--- config.mk ---
export PLATFORM = sky130hd
export DESIGN_NAME = uart9_mp
export DESIGN_NICKNAME = d
export VERILOG_FILES = /design/src/rtl/uart9_pkg.sv /design/src/rtl/uart9_ctrl.sv /design/src/rtl/uart9_dp.sv /design/src/rtl/uart9_mp.sv
export SDC_FILE = /design/constraint.sdc
export NUM_CORES = 1
export LEC_CHECK = 0
export BUFFER_PORTS_ARGS = -buffer_cell sky130_fd_sc_hd__buf_2
export CAP_MARGIN = 20
export CORE_AREA = 2 2 76 78
export DETAILED_ROUTE_END_ITERATION = 8
export DIE_AREA = 0 0 78 80
export PLACE_DENSITY = 0.68
export SYNTH_ARGS = -nofsm -noshare
export SYNTH_HDL_FRONTEND = slang
export SYNTH_SLANG_ARGS = --single-unit
--- constraint.sdc ---
create_clock -name clk -period 4.5 [get_ports clk]
set_input_delay 0.9 -clock clk [delete_from_list [all_inputs] [get_ports clk]]
set_output_delay 0.9 -clock clk [all_outputs]
set_load 0.01 [all_outputs]
--- src/rtl/uart9_pkg.sv ---
package uart9_pkg;
  localparam int FRAME_BITS = 11;
  localparam int DATA_W     = 8;

  localparam logic [1:0] ADDR_DATA  = 2'd0;
  localparam logic [1:0] ADDR_CTRL  = 2'd1;
  localparam logic [1:0] ADDR_CLEAR = 2'd2;

  typedef struct packed {
    logic txLoad;
    logic txShift;
    logic txStopEnter;
    logic rxVote;
    logic rxShiftIn;
    logic rxFrameEnd;
  } strobes_t;
endpackage

--- src/rtl/uart9_ctrl.sv ---
module uart9_ctrl
  import uart9_pkg::*;
#(
  parameter int OVS = 16
) (
  input  logic     clk,
  input  logic     rstN,
  input  logic     baudTick,
  input  logic     txStart,
  input  logic     rxEnable,
  input  logic     rxLineS,
  input  logic     voteBit,
  output strobes_t strb,
  output logic     txBusy
);
  localparam int TW = $clog2(OVS);
  localparam logic [TW-1:0] LAST = TW'(OVS - 1);
  localparam logic [TW-1:0] V0   = TW'(OVS / 2 - 1);
  localparam logic [TW-1:0] V1   = TW'(OVS / 2);
  localparam logic [TW-1:0] DEC  = TW'(OVS / 2 + 1);
  localparam logic [3:0] STOP_IDX  = 4'(FRAME_BITS - 1);
  localparam logic [3:0] NINTH_IDX = 4'(FRAME_BITS - 2);

  logic [TW-1:0] txTick, rxTick;
  logic [3:0]    txBit, rxBit;
  logic          rxActive;
  logic          txWrap, rxStep, rxDecide, rxStart;

  assign txWrap   = txBusy && baudTick && (txTick == LAST);
  assign rxStep   = rxActive && baudTick;
  assign rxDecide = rxStep && (rxTick == DEC);
  assign rxStart  = !rxActive && baudTick && rxEnable && !rxLineS;

  always_comb begin
    strb             = '0;
    strb.txLoad      = txStart && !txBusy;
    strb.txShift     = txWrap && (txBit != STOP_IDX);
    strb.txStopEnter = txWrap && (txBit == NINTH_IDX);
    strb.rxVote      = rxStep && ((rxTick == V0) || (rxTick == V1));
    strb.rxShiftIn   = rxDecide && (rxBit != 4'd0) && (rxBit != STOP_IDX);
    strb.rxFrameEnd  = rxDecide && (rxBit == STOP_IDX);
  end

  always_ff @(posedge clk or negedge rstN) begin
    if (!rstN) begin
      txBusy <= 1'b0;
      txTick <= '0;
      txBit  <= '0;
    end else if (strb.txLoad) begin
      txBusy <= 1'b1;
      txTick <= '0;
      txBit  <= '0;
    end else if (txBusy && baudTick) begin
      txTick <= (txTick == LAST) ? '0 : txTick + 1'b1;
      if (txTick == LAST) begin
        if (txBit == STOP_IDX) txBusy <= 1'b0;
        else                   txBit  <= txBit + 4'd1;
      end
    end
  end

  always_ff @(posedge clk or negedge rstN) begin
    if (!rstN) begin
      rxActive <= 1'b0;
      rxTick   <= '0;
      rxBit    <= '0;
    end else if (rxStart) begin
      rxActive <= 1'b1;
      rxTick   <= TW'(1);
      rxBit    <= '0;
    end else if (rxStep) begin
      if (rxDecide && (((rxBit == 4'd0) && voteBit) || (rxBit == STOP_IDX))) begin
        rxActive <= 1'b0;
      end else begin
        rxTick <= (rxTick == LAST) ? '0 : rxTick + 1'b1;
        if (rxTick == LAST) rxBit <= rxBit + 4'd1;
      end
    end
  end


  rx_start_enabled_chk: assert property (@(posedge clk) disable iff (!rstN)
    $rose(rxActive) |-> ($past(rxEnable) && !$past(rxLineS)));


  tx_idle_hold_chk: assert property (@(posedge clk) disable iff (!rstN)
    (!txBusy && !txStart) |=> !txBusy);
endmodule

--- src/rtl/uart9_dp.sv ---
module uart9_dp
  import uart9_pkg::*;
(
  input  logic              clk,
  input  logic              rstN,
  input  logic              hostWr,
  input  logic [1:0]        hostAddr,
  input  logic [DATA_W-1:0] hostWrData,
  input  logic              rxLine,
  input  strobes_t          strb,
  output logic              rxLineS,
  output logic              voteBit,
  output logic              rxEnable,
  output logic              txLine,
  output logic              txDoneFlag,
  output logic              rxFlag,
  output logic [DATA_W-1:0] rxData,
  output logic              rxNinth,
  output logic              irq
);
  logic              mpMode, txNinth, intEnable;
  logic              syncA;
  logic [1:0]        votes;
  logic [DATA_W:0]   rxSh;
  logic [FRAME_BITS-1:0] txSh;
  logic              accept, wrClear;

  assign voteBit = (votes[0] & votes[1]) | (votes[0] & rxLineS) | (votes[1] & rxLineS);
  assign accept  = strb.rxFrameEnd && !rxFlag && (!mpMode || rxSh[DATA_W]);
  assign wrClear = hostWr && (hostAddr == ADDR_CLEAR);
  assign txLine  = txSh[0];
  assign irq     = intEnable && (txDoneFlag || rxFlag);

  always_ff @(posedge clk or negedge rstN) begin
    if (!rstN) begin
      {rxEnable, mpMode, txNinth, intEnable} <= '0;
    end else if (hostWr && (hostAddr == ADDR_CTRL)) begin
      rxEnable  <= hostWrData[0];
      mpMode    <= hostWrData[1];
      txNinth   <= hostWrData[2];
      intEnable <= hostWrData[3];
    end
  end

  always_ff @(posedge clk or negedge rstN) begin
    if (!rstN) begin
      txSh <= '1;
    end else if (strb.txLoad) begin
      txSh <= {1'b1, txNinth, hostWrData, 1'b0};
    end else if (strb.txShift) begin
      txSh <= {1'b1, txSh[FRAME_BITS-1:1]};
    end
  end

  always_ff @(posedge clk or negedge rstN) begin
    if (!rstN) begin
      syncA   <= 1'b1;
      rxLineS <= 1'b1;
      votes   <= '1;
      rxSh    <= '0;
    end else begin
      syncA   <= rxLine;
      rxLineS <= syncA;
      if (strb.rxVote)    votes <= {votes[0], rxLineS};
      if (strb.rxShiftIn) rxSh  <= {voteBit, rxSh[DATA_W:1]};
    end
  end

  always_ff @(posedge clk or negedge rstN) begin
    if (!rstN) begin
      txDoneFlag <= 1'b0;
      rxFlag     <= 1'b0;
      rxData     <= '0;
      rxNinth    <= 1'b0;
    end else begin
      if (strb.txStopEnter)             txDoneFlag <= 1'b1;
      else if (wrClear && hostWrData[0]) txDoneFlag <= 1'b0;
      if (accept) begin
        rxFlag  <= 1'b1;
        rxData  <= rxSh[DATA_W-1:0];
        rxNinth <= rxSh[DATA_W];
      end else if (wrClear && hostWrData[1]) begin
        rxFlag <= 1'b0;
      end
    end
  end


  rx_pending_hold_chk: assert property (@(posedge clk) disable iff (!rstN)
    ($past(rxFlag) && rxFlag) |-> ($stable(rxData) && $stable(rxNinth)));


  rx_filter_chk: assert property (@(posedge clk) disable iff (!rstN)
    ($rose(rxFlag) && $past(mpMode)) |-> rxNinth);
endmodule

--- src/rtl/uart9_mp.sv ---
module uart9_mp
  import uart9_pkg::*;
#(
  parameter int OVS = 16
) (
  input  logic              clk,
  input  logic              rstN,
  input  logic              baudTick,
  input  logic              hostWr,
  input  logic [1:0]        hostAddr,
  input  logic [DATA_W-1:0] hostWrData,
  input  logic              rxLine,
  output logic              txLine,
  output logic              txBusy,
  output logic              txDoneFlag,
  output logic              rxFlag,
  output logic [DATA_W-1:0] rxData,
  output logic              rxNinth,
  output logic              irq
);
  strobes_t strb;
  logic rxLineS, voteBit, rxEnable, txStart;

  assign txStart = hostWr && (hostAddr == ADDR_DATA);

  uart9_ctrl #(.OVS(OVS)) u_ctrl (
    .clk(clk), .rstN(rstN), .baudTick(baudTick), .txStart(txStart),
    .rxEnable(rxEnable), .rxLineS(rxLineS), .voteBit(voteBit),
    .strb(strb), .txBusy(txBusy)
  );

  uart9_dp u_dp (
    .clk(clk), .rstN(rstN), .hostWr(hostWr), .hostAddr(hostAddr),
    .hostWrData(hostWrData), .rxLine(rxLine), .strb(strb),
    .rxLineS(rxLineS), .voteBit(voteBit), .rxEnable(rxEnable),
    .txLine(txLine), .txDoneFlag(txDoneFlag), .rxFlag(rxFlag),
    .rxData(rxData), .rxNinth(rxNinth), .irq(irq)
  );


  tx_done_rise_chk: assert property (@(posedge clk) disable iff (!rstN)
    $rose(txDoneFlag) |-> txBusy);


  tx_start_low_chk: assert property (@(posedge clk) disable iff (!rstN)
    $rose(txBusy) |-> !txLine);
endmodule

== Word-level counts from Yosys, hierarchy flattened ==
Cells that the tools add are included.
Word-level totals
  output and inout bits: 14
  bits in registers: 57
  logic and storage cells: 120
  input bits: 15
Cells by class
  mux-type cells: 28
  eq/ne operators: 14
  bitwise operators: 5
  reduce and logical (&&, ||, !) cells: 50
  add/subtract/negate cells: 4
Operators with widths (count)
  2-to-1 mux 4 bit: 15
  equality test 4 bit, second input constant: 7
  logical AND 1 bit: 24
  2-to-1 mux 11 bit: 2
  nonzero test 2 bit: 9
  adder 4 x 1 -> 4 bit, second input constant: 4
  2-to-1 mux 1 bit: 11
  AND reduction 3 bit: 3
  inequality test 4 bit, second input constant: 2
  zero test 1 bit: 5
  equality test 4 x 3 -> 1 bit, second input constant: 1
  zero test 4 bit: 1
  logical OR 1 bit: 4
  AND reduction 2 bit: 2
  nonzero test 4 bit: 1
  AND 1 bit: 3
  equality test 2 x 1 -> 1 bit, second input constant: 1
  equality test 2 bit, second input constant: 1
  zero test 2 bit: 1
  inequality test 2 x 1 -> 1 bit, second input constant: 1
  inequality test 2 bit, second input constant: 1
  bitwise OR 1 bit: 2

== Logic depth before layout (Yosys ltp) ==
Gate-level depths: netlist of run 1.
  depth after elaboration: 9
  mapped depth: 6
  mapped depth without buffers: 6

== By module ==
Synthesis of run 1 repeated with hierarchy kept, for this count alone.
Unflattened totals
  cell total of the unflattened synthesis: 226
  area total of the unflattened synthesis: 2703.8 µm²
Modules (own cells, without submodules)
  uart9_dp: cells each 106, seq. area each 968.4 µm², area each 1550.2 µm², times used 1
  uart9_ctrl: cells each 119, seq. area each 450.4 µm², area each 1141.1 µm², times used 1
  uart9_mp: cells each 1, seq. area each 0.0 µm², area each 12.5 µm², times used 1

== Least setup slack after synthesis of run 1 ==
OpenSTA, ideal clock, no wires.
  path type: input to register
  start point: in baudTick
  end point: reg u_ctrl.rxTick[1]
  arrival: 1.780 ns
  setup time: 0.125 ns
  stages: 4
  path buffers: 0
  required time: 4.375 ns
  path slack: 2.595 ns
  path through: nand2_2 nor4_1 a21o_2 mux2_4
On the way
  word-level cells in the longest chain between the ends: 5
  elaborated cells between the ends (all ways): 10
  those cells by class: 1 x eq/ne; 1 x mux; 8 x reduce/logical
RTL lines
  start: declaration: line uart9_mp.sv:8  | input logic baudTick,
  logical AND 1 bit (on tied branches): line uart9_ctrl.sv:30, uart9_ctrl.sv:32
  logical AND 1 bit (on tied branches): line uart9_ctrl.sv:31, uart9_ctrl.sv:32
  logical AND 1 bit (on tied branches): line uart9_ctrl.sv:72, uart9_ctrl.sv:32
  inequality test 2 x 1 -> 1 bit (no line) or nonzero test 2 bit (tied branches)
  AND reduction 2 bit (no line)
  end signal: assignment: line uart9_ctrl.sv:75  | rxTick <= (rxTick == LAST) ? '0 : rxTick + 1'b1;
  end: declaration: line uart9_ctrl.sv:24  | logic [TW-1:0] txTick, rxTick;
Several ways; a longest one is shown, not always the timed one.
A chain may end at the register's enable or synchronous reset.

== Worst setup path in the final report of run 1 ==
  start point: in hostAddr[0]
  end point: reg u_dp.txSh[3]
On the way
  word-level cells in the longest chain between the ends: 4
  elaborated cells between the ends (all ways): 5
  those cells by class: 1 x mux; 4 x reduce/logical
RTL lines
  start: declaration: line uart9_mp.sv:10  | input logic [1:0] hostAddr,
  zero test 2 bit (*): line uart9_mp.sv:24  | assign txStart = hostWr && (hostAddr == ADDR_DATA);
  logical AND 1 bit (*): line uart9_mp.sv:24
  logical AND 1 bit (*): line uart9_ctrl.sv:36  | strb.txLoad = txStart && !txBusy;
  2-to-1 mux 11 bit or nonzero test 2 bit (tied branches)
  end signal: assignment: line uart9_dp.sv:49  | txSh <= {1'b1, txNinth, hostWrData, 1'b0};
  end signal: assignment: line uart9_dp.sv:51  | txSh <= {1'b1, txSh[FRAME_BITS-1:1]};
  end: declaration: line uart9_dp.sv:25  | logic [FRAME_BITS-1:0] txSh;
Mark *: on every way between the ends. The rest lies on a longest branch, timed or not.

==> results of run 1 <==
## cells in the mapped netlist, drive strengths merged (2+ instances only)
master / instances / area, um^2
a21o: 3 / 23.8
a21oi: 5 / 25.0
buf: 4 / 45.0
nor3b: 8 / 60.1
ha: 10 / 125
mux2i: 5 / 50.1
dfstp: 14 / 368
nand4b: 2 / 17.5
xnor2: 4 / 35.0
nand3b: 3 / 22.5
inv: 8 / 30.0
xor2: 2 / 17.5
nand3: 9 / 62.6
mux2: 24 / 274
or2: 2 / 12.5
nor2: 16 / 60.1
dfrtp: 42 / 1050
nand2: 16 / 62.6
o21ai: 6 / 30.0
nor3: 4 / 20.0
a211oi: 2 / 27.5
a221o: 8 / 80.1
## logic make-up (layout without fill, tap and decap cells)
family	count (synthesis)	in the layout
multiplexers	29	29
adder cells (fa/ha/maj)	11	11
XOR/XNOR	6	6
buffers and inverters	13	47
flip-flops	56	56
AO/OA/AOI/OAI	28	28
AND/OR/NAND/NOR	70	70
## metrics by stage
step	instance area [um^2]	setup slack (ps)	cells	hold slack, ps	util (%)
global route	2990	2230	319	371	55.3
floorplan	2650	2590	213	345	-
CTS	2990	2320	319	365	55.3
detailed placement	2850	1970	311	351	52.7
global placement	2850	2070	311	350	52.7
finish	2990	2320	319	365	55.3
## critical path: cells and delay by family
family / cells / cell delay, ps
AOI/OAI and AO/OA: 1 / 310
buffers and inverters: 1 / 130
and+or+nand+nor: 2 / 1070
## cell type report
class                      instances  area [um^2]
clock buffer                       5         68.8
clock inverter                     3         68.8
fill                             486         2420
inverter                           8         30.0
multi-input combinational        144         1150
sequential                        56         1420
tap                               72         90.1
timing repair buffer              31          163
## sequential cells by signal (all words and copies together) (netlist names), 2 cells and up
signal         flops
u_dp.votes         2
u_ctrl.txTick      4
u_dp.txSh         10
u_ctrl.rxTick      4
u_ctrl.txBit       4
u_ctrl.rxBit       4
u_dp.rxData        8
u_dp.rxSh          9
## power groups by stage
stage,combinational (mW),clock (mW),sequential (mW)
floorplan,0.281,0,0.740
global placement,0.341,0,0.762
detailed placement,0.354,0,0.763
CTS,0.355,0.398,0.756
global route,0.400,0.418,0.774
finish,0.347,0.383,0.755
## worst max-delay path by stage
stage | from | end | cells after the start
global route | hostAddr[0] | u_dp.txSh[4]$_DFFE_PN1P_ | 4
floorplan | baudTick | u_ctrl.rxTick[1]$_DFFE_PN0P_ | 4
finish | hostAddr[0] | u_dp.txSh[3]$_DFFE_PN1P_ | 4
CTS | hostAddr[0] | u_dp.txSh[3]$_DFFE_PN1P_ | 4
global placement | hostAddr[0] | u_dp.txSh[7]$_DFFE_PN1P_ | 4
detailed placement | hostAddr[0] | u_dp.txSh[2]$_DFFE_PN1P_ | 4
## per-layer routing
layer  share of wire (%)  routed length, um
met2                  47               2040
met1                  49               2130
met4                0.78                 34
met5                   0                  0
met3                 3.5                152
==> results.md, run 1 <==
- Measured along the x axis, the die boundary spans roughly 78 um.
- The largest single stage delay on the critical path is 930 ps.
- Dividing total power by cell area gives a power density of 497 nW/um^2.
- Global routing used 15.5% of the available tracks across all layers.
- The type of the tightest min-delay check is reg -> reg.
- 0 antenna diodes ended up in the layout.
- The via count of the first global-routing pass is 1649.
- The endpoint of the worst hold-timing path is u_dp.rxLineS$_DFF_PN1_.
- For this run, design rule violations remaining after detail routing come to 0.
- By startpoint and endpoint, the worst setup path is classified as in -> reg.
- Setup repair after global routing left no endpoint under its margin.
- The TritonCTS sink count is 56.
- The total overflow left after global routing is 0.
- Global routing used 25.6% of the available met2 tracks.
- The sum of routed wire length over all layers is 4360 um.
- The post-cts hold buffer count is 0.
- The headroom to the max-slew limit is 27.5%.
- The full die area is around 6200 um^2.
- The number of cells on the worst reg-to-reg path is 5.
- In this run the count of I/O pins placed on the die edge is 29.
- The first global-routing pass estimated between 7000 and 8000 um of wire.
- The share of total power consumed by net switching is 28.7%.
- The run finished with clean final reports.
- The number of I/O port buffers is 28.
- The simple-gate area share of the yosys netlist is 15.4%.
- At the end of routability-driven placement, the weighted congestion stood at 0.836.
- The minimum period implied by the final worst setup slack is 2180 ps.
- The post-detailed-route via-to-cell ratio is roughly 5.2.
- Dividing the final minimum period by the clock period gives 48.4%.
- The area of the core region is 5410 um^2.
- The combinational family with the most area after synthesis is simple AND/OR/NAND/NOR gates.
- The net load switching power is 427 uW.
- The number of max-cap violations is 0.
- Among all stages on the critical path, the largest delay is contributed by sky130_fd_sc_hd__nor4b_4.
- The initial antenna violation count is 0.
- The register-to-register setup slack is 2490 ps.
- The number of flip-flops and latches in the synthesized netlist is 56.
- Along the worst path, the maximum fanout reaches 24.
- The register clock-pin slew on the reported worst setup and hold paths is 100 ps.
- The top cell types in the final layout, fill and taps aside, are sky130_fd_sc_hd__dfrtp_1 (42), sky130_fd_sc_hd__buf_2 (28), sky130_fd_sc_hd__mux2_2 (23), sky130_fd_sc_hd__nor2_1 (16), sky130_fd_sc_hd__nand2_1 (15).
- Of the total power, the clock network draws between 20% and 30%.
- The total clock buffers created by CTS is 5.
- Combinational logic burns a little under a quarter of the power.
- The synthesized netlist occupies a cell area of 2650 um^2.
- The required arrival time at the worst endpoint is 4730 ps.
- The distinct cell type count of the synthesized netlist is between 40 and 50.
- Of the cells placed in the final design, the portion with a size suffix greater than 1 is 34.8%.
- The total setup violations reported at the end of the flow is 0.
- The buffer type at the clock tree root is sky130_fd_sc_hd__clkbuf_8.
- The endpoint arrival time on the critical path is 2410 ps.
- The initial core utilization is between 40% and 50%.
- Counting flops with an async set or reset pin after synthesis yields a share of 100%.
- The compound-cell area share of the yosys netlist is under 10%.
- Detailed placement ended at an HPWL of 3160 um.
- Once the clock tree was built, the resizer swapped 0 gates to a different size.
- Entering global routing, the biggest net connects 37 pins.
- The xor/xnor share of the synthesized area is 1.99%.
- The summed negative setup slack over all endpoints is 0 ps.
- The critical path goes through buf_2 -> nor4b_4 -> nor3b_1 -> a221o_1.
- The power after layout is 1.48 mW.
- The routed layout has 1672 vias.
- The hold path startpoint is u_dp.syncA$_DFF_PN1_.
- Once the clock tree was built, the setup fixing pass inserted 0 buffers.
- The highest achievable clock rate is approximately 460 MHz.
- The number of pins with negative max-slew slack in the final report is 0.
- Multiplexer cells account for between 10% and 20% of the synthesized area.
- The Yosys step of the flow raised 0 warnings.
- The total number of placement rows is 27.
- The number of flops mapped to enable cells by yosys is 0.
- In this run the critical register-to-register path is captured at u_dp.txSh[3]$_DFFE_PN1P_.
- The first TritonRoute pass finished after 4 iterations.
- The violation count after the first detailed-route iteration is 92.
- The number of nets handed over by synthesis was 238.
- The area growth from synthesis to layout is 12.9%.
- The mean post-synth cell area is 12.4 um^2.
- The H-tree was split into 2 levels.
- The insertion delay to the later sink of the worst-skew pair is 300 ps.
- For this run, global-route usage on met3 was measured as under 10%.
- Once detail routing completed, the nets flagged for antenna violations numbered 0.
- Leaving out fill and tap cells, the most frequent cell in the layout is sky130_fd_sc_hd__dfrtp_1.
- The per-cell routed wire length is 13.7 um.
- In this run the vertical extent of the chip is 80 um.
- Cell internal power was estimated by the tool at 1.06 mW.
- The share of the yosys chip area belonging to registers is 53.6%.
- The transition at the pin with the smallest max-transition slack is 1080 ps.
- The worst hold path passes through 0 cells.
- The clock passes through at most 2 buffers.
- For this run, global-route usage on met1 was measured as 21.1%.
- The count of final hold-check violations came to 0.
- The predominant post-synthesis flop cell is sky130_fd_sc_hd__dfrtp_1.
- The maximum resistive drop on vdd is around 0.27 mV.
- The layer flagged by global routing as most heavily used is met2.
- The post-synthesis instance total is roughly 210.
- The type of element capturing the critical path is a flip-flop.
- The worst setup skew after layout is roughly 8.4 ps.
- The final layout contains 271 nets.
- The TritonCTS clock tree is built.
- The analysis attributes to cell leakage a power of 1.40 nW.
- After Yosys synthesis, full adders, half adders and majority gates account for 5.16% of the synthesized area.
- The proportion of power drawn by flip-flops and latches is 50.8%.
- The worst setup path is launched from a primary input.
- The worst reg2reg path startpoint is u_ctrl.txBit[0]$_DFFE_PN0P_.
Power figures use the tool's default switching activity.
==> run 2: changes to the inputs <==
--- a/config.mk
+++ b/config.mk
@@ -10,7 +10,7 @@
 export CORE_AREA = 2 2 76 78
 export DETAILED_ROUTE_END_ITERATION = 8
 export DIE_AREA = 0 0 78 80
-export PLACE_DENSITY = 0.68
+export PLACE_DENSITY = 0.71
 export SYNTH_ARGS = -nofsm -noshare
 export SYNTH_HDL_FRONTEND = slang
 export SYNTH_SLANG_ARGS = --single-unit
==> constraint.sdc (replaced) <==
create_clock -name clk -period 1.9 [get_ports clk]
set_input_delay 0.38 -clock clk [delete_from_list [all_inputs] [get_ports clk]]
set_output_delay 0.38 -clock clk [all_outputs]
set_load 0.01 [all_outputs]
==> results.md, run 2 (synthesis results as in run 1) <==
- In this run the worst setup path begins at u_ctrl.rxBit[0]$_DFFE_PN0P_.
- The via count of the first global-routing pass is 1709 (+3.6%).
- The TritonCTS clock tree is built.
- The sum of routed wire length over all layers is 4520 um (+3.7%).
- The total setup violations reported at the end of the flow is 0 (unchanged).
- The headroom to the max-slew limit is 73.8% (+46 points).
- The areal power density over the cells is 1100 nW/um^2 (+120%).
- The area growth from synthesis to layout is 13.6%.
- The insertion delay to the later sink of the worst-skew pair is 310 ps (about the same).
- The maximum fanout along the worst path was 4 (-83%).
- The most flop-heavy register is u_dp.txSh.
- The post-detailed-route via-to-cell ratio is 5.31 (+1.3%).
- The type of element capturing the critical path is a flip-flop.
- The total number of placement rows was 27 (unchanged).
- The per-cell routed wire length is 14.0 um (+2.8%).
- Walking the worst path, the cells encountered are inv_1 -> ha_1 -> and3b_1 -> or2_0 -> a21o_2 -> mux2_4.
- The number of antenna-violating nets in the routed design is 0 (unchanged).
- The number of iterations in the first detailed-routing pass is 4 (unchanged).
- The fraction of final layout cells with drive strength greater than 1 is 36.0% (+1.2 points).
- The count of cells along the worst register-to-register path was 6 (+1).
- The antenna diode instance count is 0 (unchanged).
- STA classifies the critical path startpoint as a flip-flop.
- The library cell used most frequently in the layout, excluding fill and tap cells, is sky130_fd_sc_hd__dfrtp_1.
- The initial core utilization is 48.9% (unchanged).
- The maximum single-stage delay on the critical path is 410 ps (-520 ps).
- The DRC violation count after routing is 0 (unchanged).
- The count of final hold-check violations is 0 (unchanged).
- The worst reg2reg path startpoint is u_ctrl.rxBit[0]$_DFFE_PN0P_.
- The count of vias placed by the detailed router is 1709 (+2.2%).
- Timing would allow up to 557 MHz.
- In this run the critical register-to-register path is captured at u_ctrl.rxTick[1]$_DFFE_PN0P_.
- The root buffer cell chosen for the clock tree is sky130_fd_sc_hd__clkbuf_8.
- The routing usage on met2 is 27.2% (+1.6 points).
- The H-tree depth reported by CTS was 2 (unchanged).
- The wire length of the first global-routing pass is 7960 um (+3.4%).
- In this run the worst setup path terminates at u_ctrl.rxTick[1]$_DFFE_PN0P_.
- The initial antenna violation count was 0 (unchanged).
- The pin count of the biggest net entering global routing is 57 (+54%).
- Subtracting the final worst setup slack from the clock period gives 1790 ps.
- The leakage power summed over all cells is 1.41 nW (+0.24%).
- The required arrival time at the worst endpoint is 2100 ps (-2630 ps).
- The number of pins with negative max-slew slack in the final report is 0 (unchanged).
- The summed negative setup slack over all endpoints came to 0 ps (unchanged).
- In the finished design, the share of the clock period the worst path needs comes to 94.4%.
- The cell with the largest stage delay on the worst path is sky130_fd_sc_hd__dfrtp_1.
- The global-route usage over all layers is 16.2% (+0.77 points).
- The number of nets in the finished design is 274 (+1.1%).
- The TritonCTS sink count is 56 (unchanged).
- The HPWL after detailed placement is 3230 um (+2.1%).
- The post-cts hold buffer count is 0 (unchanged).
- The global routing stage identified its most utilized layer as met2.
- The register clock-pin slew on the reported worst setup and hold paths is 110 ps (about the same).
- The number of max-cap violations is 0 (unchanged).
- The register-to-register setup slack is 110 ps (-2380 ps).
- The boundary pin count was 29 (unchanged).
- The min-delay analysis places its worst path in the category in -> async.
- The area of the core region is 5410 um^2 (unchanged).
- The largest registers in the layout are u_dp.txSh: 10 flops, u_dp.rxSh: 9 flops, u_dp.rxData: 8 flops.
- The overflow left after global routing came to 0 (unchanged).
- The flow ran to the end, and the final reports show no timing, DRC or antenna violations.
- The endpoint arrival time on the critical path was 1990 ps (-420 ps).
- The number of I/O port buffers is 28 (unchanged).
- The met1 usage in global routing is 21.5% (+0.41 points).
- The top cell types in the final layout, fill and taps aside, are sky130_fd_sc_hd__dfrtp_1 (42), sky130_fd_sc_hd__buf_2 (28), sky130_fd_sc_hd__mux2_2 (23), sky130_fd_sc_hd__nor2_1 (16), sky130_fd_sc_hd__nand2_1 (15).
- The met3 capacity usage during global routing came to 3.28% (+0.57 points).
- The maximum resistive drop on vdd was 0.585 mV (+110%).
- Setup repair after global routing left no endpoint under its margin.
- The number of flip-flops in the largest register is 10 (unchanged).
- The total clock buffers created by CTS is 5 (unchanged).
- The die boundary width is 78 um (unchanged).
- The routability congestion estimate is 0.781 (-6.6%).
- The worst setup skew after layout is 11.2 ps (+2.78 ps).
- The die height was 80 um (unchanged).
- The transition at the pin with the smallest max-transition slack is 382 ps (-701 ps).
- The violation count after the first detailed-route iteration is 58 (-37%).
- The power after layout is 3.32 mW (+120%).
- The full die area is 6240 um^2 (unchanged).
- The kind of critical path is reg -> reg.
- The maximum buffer depth of the clock tree was 2 (unchanged).
## run 2: cell count changes in the layout (fill, tap and decap cells not counted), sizes merged
cell	previous run	this run
bufinv	2	0
buf	31	34
clkinv	0	2
## run 2: routing by layer
metal | wire, um | up-vias
li1 | - | 826
met3 | 157 | 7
met2 | 2180 | 32
met4 | 54 | 0
met1 | 2130 | 844
met5 | 0 | -
## run 2: area by class of cell
| cell class | count | area, um^2 |
|---|---|---|
| clock inverter | 3 | 22.5 |
| inverter | 8 | 30.0 |
| sequential | 56 | 1420 |
| fill | 480 | 2400 |
| timing repair buffer | 34 | 210 |
| multi-input combinational | 144 | 1160 |
| tap | 72 | 90.1 |
| clock buffer | 5 | 68.8 |
## run 2: how the worst min path moves through the flow
stage / startpoint / end / slack (ps) / depth (start not counted)
2_1_floorplan: rstN / u_ctrl.rxActive$_DFFE_PN0P_ / 80 / 0
3_3_place_gp: u_dp.syncA$_DFF_PN1_ / u_dp.rxLineS$_DFF_PN1_ / 350 / 0
3_5_place_dp: u_dp.syncA$_DFF_PN1_ / u_dp.rxLineS$_DFF_PN1_ / 350 / 0
4_1_cts: rstN / u_dp.rxSh[8]$_DFFE_PN0P_ / 60 / 2
5_1_grt: rstN / u_dp.rxData[6]$_DFFE_PN0P_ / 70 / 2
6_report: rstN / u_dp.rxSh[8]$_DFFE_PN0P_ / 40 / 2
## run 2: worst max-delay path, delay by kind of cell, from the launching register on
family	cells	cell delay (ps)
compound gates	1	250
fa+ha+maj	1	210
buf+inv	1	90
flops	1	410
mux	1	290
simple gates	2	420
## run 2: stage by stage
step	util [%]	instances	hold WS, ps	cell area (um^2)	worst slack (ps)
5_1_grt	55.6	322	72.5	3010	36.6
4_1_cts	55.3	322	57.2	2990	106
2_1_floorplan	-	213	84.4	2650	227
6_report	55.6	322	41.3	3010	106
3_5_place_dp	53.6	314	351	2900	127
3_3_place_gp	53.6	314	346	2900	191
## run 2: power breakdown
| group | switching [mW] | leakage, nW | total [mW] | internal (mW) |
|---|---|---|---|---|
| clock | 0.398 | 0.0485 | 0.664 | 0.265 |
| combinational | 0.420 | 0.657 | 0.864 | 0.444 |
| sequential | 0.246 | 0.702 | 1.79 | 1.55 |
## run 2: what timing repair did
action / CTS / global route
buffers inserted: 0 / 0
resized for setup: 0 / 2
endpoints found under the setup margin: 0 / 1
==> run 3: changes to the inputs <==
--- a/config.mk
+++ b/config.mk
@@ -7,10 +7,10 @@
 export LEC_CHECK = 0
 export BUFFER_PORTS_ARGS = -buffer_cell sky130_fd_sc_hd__buf_2
 export CAP_MARGIN = 20
-export CORE_AREA = 2 2 76 78
+export CORE_AREA = 2 2 75 77
 export DETAILED_ROUTE_END_ITERATION = 8
-export DIE_AREA = 0 0 78 80
-export PLACE_DENSITY = 0.71
+export DIE_AREA = 0 0 77 79
+export PLACE_DENSITY = 0.73
 export SYNTH_ARGS = -nofsm -noshare
 export SYNTH_HDL_FRONTEND = slang
 export SYNTH_SLANG_ARGS = --single-unit
==> results.md, run 3 (synthesis results as in run 1) <==
- The run finished with clean final reports.
- The die boundary width came to 77 um (-1.3%).
- The number of pins with negative max-slew slack in the final report came to 0 (unchanged).
- The pin count of the biggest net entering global routing is 57 (unchanged).
- The insertion delay to the later sink of the worst-skew pair is 310 ps (about the same).
- The total clock buffers created by CTS came to 5 (unchanged).
- The DRC violation count after routing was 0 (unchanged).
- The total number of placement rows is 27 (unchanged).
- The global-route usage over all layers is 16.0% (-0.25 points).
- Setup repair after global routing left no endpoint under its margin.
- The full die area is 6080 um^2 (-2.5%).
- The area of the core region was 5340 um^2 (-1.2%).
- The required arrival time at the worst endpoint is 2090 ps (about the same).
- The summed negative setup slack over all endpoints is 0 ps (unchanged).
- The hold slack is 56.4 ps (+15.1 ps).
- The minimum period implied by the final worst setup slack was 1780 ps (-18.6 ps).
- The count of cells along the worst register-to-register path was 6 (unchanged).
- The maximum single-stage delay on the critical path is 390 ps (-20 ps).
- The fraction of final layout cells with drive strength greater than 1 is 35.3% (-0.66 points).
- The largest registers in the layout are u_dp.txSh: 10 flops, u_dp.rxSh: 9 flops, u_dp.rxData: 8 flops.
- The maximum resistive drop on vdd is 0.523 mV (-11%).
- STA classifies the critical path endpoint as a flip-flop.
- The count of final hold-check violations is 0 (unchanged).
- The HPWL after detailed placement is 3090 um (-4.4%).
- The cell with the largest stage delay on the worst path is sky130_fd_sc_hd__dfrtp_1.
- The net load switching power is 1.03 mW (-2.8%).
- STA classifies the critical path startpoint as a flip-flop.
- The number of nets in the finished design is 273 (-0.36%).
- The count of vias placed by the detailed router was 1698 (-0.64%).
- The number of max-cap violations is 0 (unchanged).
- TritonCTS built the clock tree.
- The routability congestion estimate came to 0.797 (+2.1%).
- The internal power was 2.25 mW (-0.30%).
- The register-to-register setup slack is 120 ps (+20 ps).
- The boundary pin count came to 29 (unchanged).
- Walking the worst path, the cells encountered are inv_1 -> ha_1 -> and3b_1 -> or2_0 -> a21o_2 -> mux2_4.
- The number of flip-flops in the largest register is 10 (unchanged).
- The library cells used most frequently in the layout, excluding fill and tap cells, are sky130_fd_sc_hd__dfrtp_1 (42), sky130_fd_sc_hd__buf_2 (28), sky130_fd_sc_hd__mux2_2 (23), sky130_fd_sc_hd__nor2_1 (16), sky130_fd_sc_hd__nand2_1 (15).
- The worst setup skew after layout is 8.90 ps (-2.32 ps).
- The initial core utilization is 49.6% (+0.62 points).
- The worst hold path belongs to the class in -> async.
- The overflow left after global routing was 0 (unchanged).
- The areal power density over the cells came to 1100 nW/um^2 (-0.68%).
- The violation count after the first detailed-route iteration is 91 (+57%).
- The TritonCTS sink count was 56 (unchanged).
- The proportion of power drawn by flip-flops and latches came to 54.6% (+0.6 points).
- The met3 capacity usage during global routing is 3.52% (+0.24 points).
- The sum of routed wire length over all layers was 4520 um (about the same).
- The wire length of the first global-routing pass is 7790 um (-2.2%).
- The transition at the pin with the smallest max-transition slack is 402 ps (+19.5 ps).
- The antenna diode instance count is 0 (unchanged).
- The post-cts hold buffer count came to 0 (unchanged).
- The share of total power consumed by net switching is 31.5% (-0.55 points).
- The final period utilization is 93.4% (-0.98 points).
- The number of iterations in the first detailed-routing pass came to 4 (unchanged).
- The clock network power share was 19.3% (-0.7 points).
- The total setup violations reported at the end of the flow is 0 (unchanged).
- The kind of critical path is reg -> reg.
- The relative contribution of combinational cells to total power is 26.1% (about the same).
- The layer flagged by global routing as most heavily used is met2.
- The buffer type at the clock tree root is sky130_fd_sc_hd__clkbuf_8.
- The worst register-to-register path ends at u_ctrl.rxTick[1]$_DFFE_PN0P_.
- The maximum buffer depth of the clock tree is 2 (unchanged).
- The number of I/O port buffers is 28 (unchanged).
- The headroom to the max-slew limit came to 72.5% (-1.3 points).
- The leakage power summed over all cells is 1.40 nW (-0.54%).
- The post-detailed-route via-to-cell ratio came to 5.29 (-0.33%).
- The maximum fanout along the worst path is 4 (unchanged).
- The post-CTS repair timing setup buffer count is 0 (unchanged).
- The highest achievable clock rate is 563 MHz (+1.0%).
- The per-cell routed wire length was 14.1 um (+0.27%).
- The met1 usage in global routing is 20.6% (-0.86 points).
- The worst reg2reg path startpoint is u_ctrl.rxBit[0]$_DFFE_PN0P_.
- The routing usage on met2 is 26.9% (-0.23 points).
- The most flop-heavy register is u_dp.txSh.
- The register clock-pin slew on the reported worst setup and hold paths is 100 ps (about the same).
- The number of antenna-violating nets in the routed design is 0 (unchanged).
- The library cell used most frequently in the layout, excluding fill and tap cells, is sky130_fd_sc_hd__dfrtp_1.
- The power after layout is 3.28 mW (-1.1%).
- The die height was 79 um (-1.3%).
- The initial antenna violation count is 0 (unchanged).
- The H-tree depth reported by CTS is 2 (unchanged).
- The via count of the first global-routing pass came to 1728 (+1.1%).
- The endpoint arrival time on the critical path was 1970 ps (-20 ps).
- Relative to the synthesized area, the layout overhead comes to 13.2%.
## run 3: cell count changes in the layout (fill, tap and decap cells not counted)
cell | previous run | this run
sky130_fd_sc_hd__clkbuf_1 | 0 | 1
sky130_fd_sc_hd__clkinv_4 | 1 | 0
sky130_fd_sc_hd__buf_4 | 4 | 3
## run 3: repair_timing
action / CTS / global route
endpoints found under the setup margin: 0 / 3
endpoints found under the hold margin: 0 / 0
resized for setup: 0 / 2
## run 3: worst max path at each step
stage / startpoint / to / slack [ps] / depth (start not counted)
final: u_ctrl.rxBit[0]$_DFFE_PN0P_ / u_ctrl.rxTick[1]$_DFFE_PN0P_ / 120 / 6
after global routing: u_ctrl.rxTick[1]$_DFFE_PN0P_ / u_ctrl.rxTick[1]$_DFFE_PN0P_ / 20 / 6
after CTS: u_ctrl.rxBit[0]$_DFFE_PN0P_ / u_dp.rxSh[1]$_DFFE_PN0P_ / 100 / 5
after detailed placement: u_ctrl.rxBit[0]$_DFFE_PN0P_ / u_dp.rxSh[1]$_DFFE_PN0P_ / 130 / 5
after global placement: u_ctrl.rxBit[0]$_DFFE_PN0P_ / u_ctrl.rxTick[1]$_DFFE_PN0P_ / 190 / 6
after floorplan: u_ctrl.rxBit[0]$_DFFE_PN0P_ / u_ctrl.rxTick[1]$_DFFE_PN0P_ / 230 / 6
## run 3: area by class of cell
type / count / area [um^2]
Clock inverter: 2 / 13.8
Clock buffer: 6 / 72.6
Multi-Input combinational cell: 144 / 1160
Timing Repair Buffer: 33 / 203
Sequential cell: 56 / 1420
Inverter: 8 / 30.0
Tap cell: 72 / 90.1
Fill cell: 475 / 2340
## run 3: per-layer routing
layer	vias up	part of all wire (%)
met5	-	0
met4	0	1.4
met3	7	4.0
met2	38	47
met1	827	47
li1	826	-
## run 3: critical path, delay by kind of cell (launching register included)
kind	cells	cell delay, ps
AOI/OAI and AO/OA	1	260
adders and majority gates	1	210
buffers and inverters	1	90
DFF	1	390
muxes	1	300
and+or+nand+nor	2	420
## run 3: through the flow
| step | utilization [%] | area [um^2] | setup slack, ps | instances |
|---|---|---|---|---|
| 2_1_floorplan | - | 2650 | 227 | 213 |
| 3_3_place_gp | 54.1 | 2890 | 187 | 313 |
| 3_5_place_dp | 54.1 | 2890 | 133 | 313 |
| 4_1_cts | 55.7 | 2980 | 99.4 | 321 |
| 5_1_grt | 56.1 | 2990 | 15.3 | 321 |
| 6_report | 56.1 | 2990 | 125 | 321 |
## run 3: power by group through the flow
stage          logic, mW  registers, mW  clock network [mW]
2_1_floorplan      0.666           1.75                   0
3_3_place_gp       0.815           1.80                   0
3_5_place_dp       0.843           1.81                   0
4_1_cts            0.846           1.79               0.664
5_1_grt            0.978           1.84               0.714
6_report           0.857           1.79               0.633
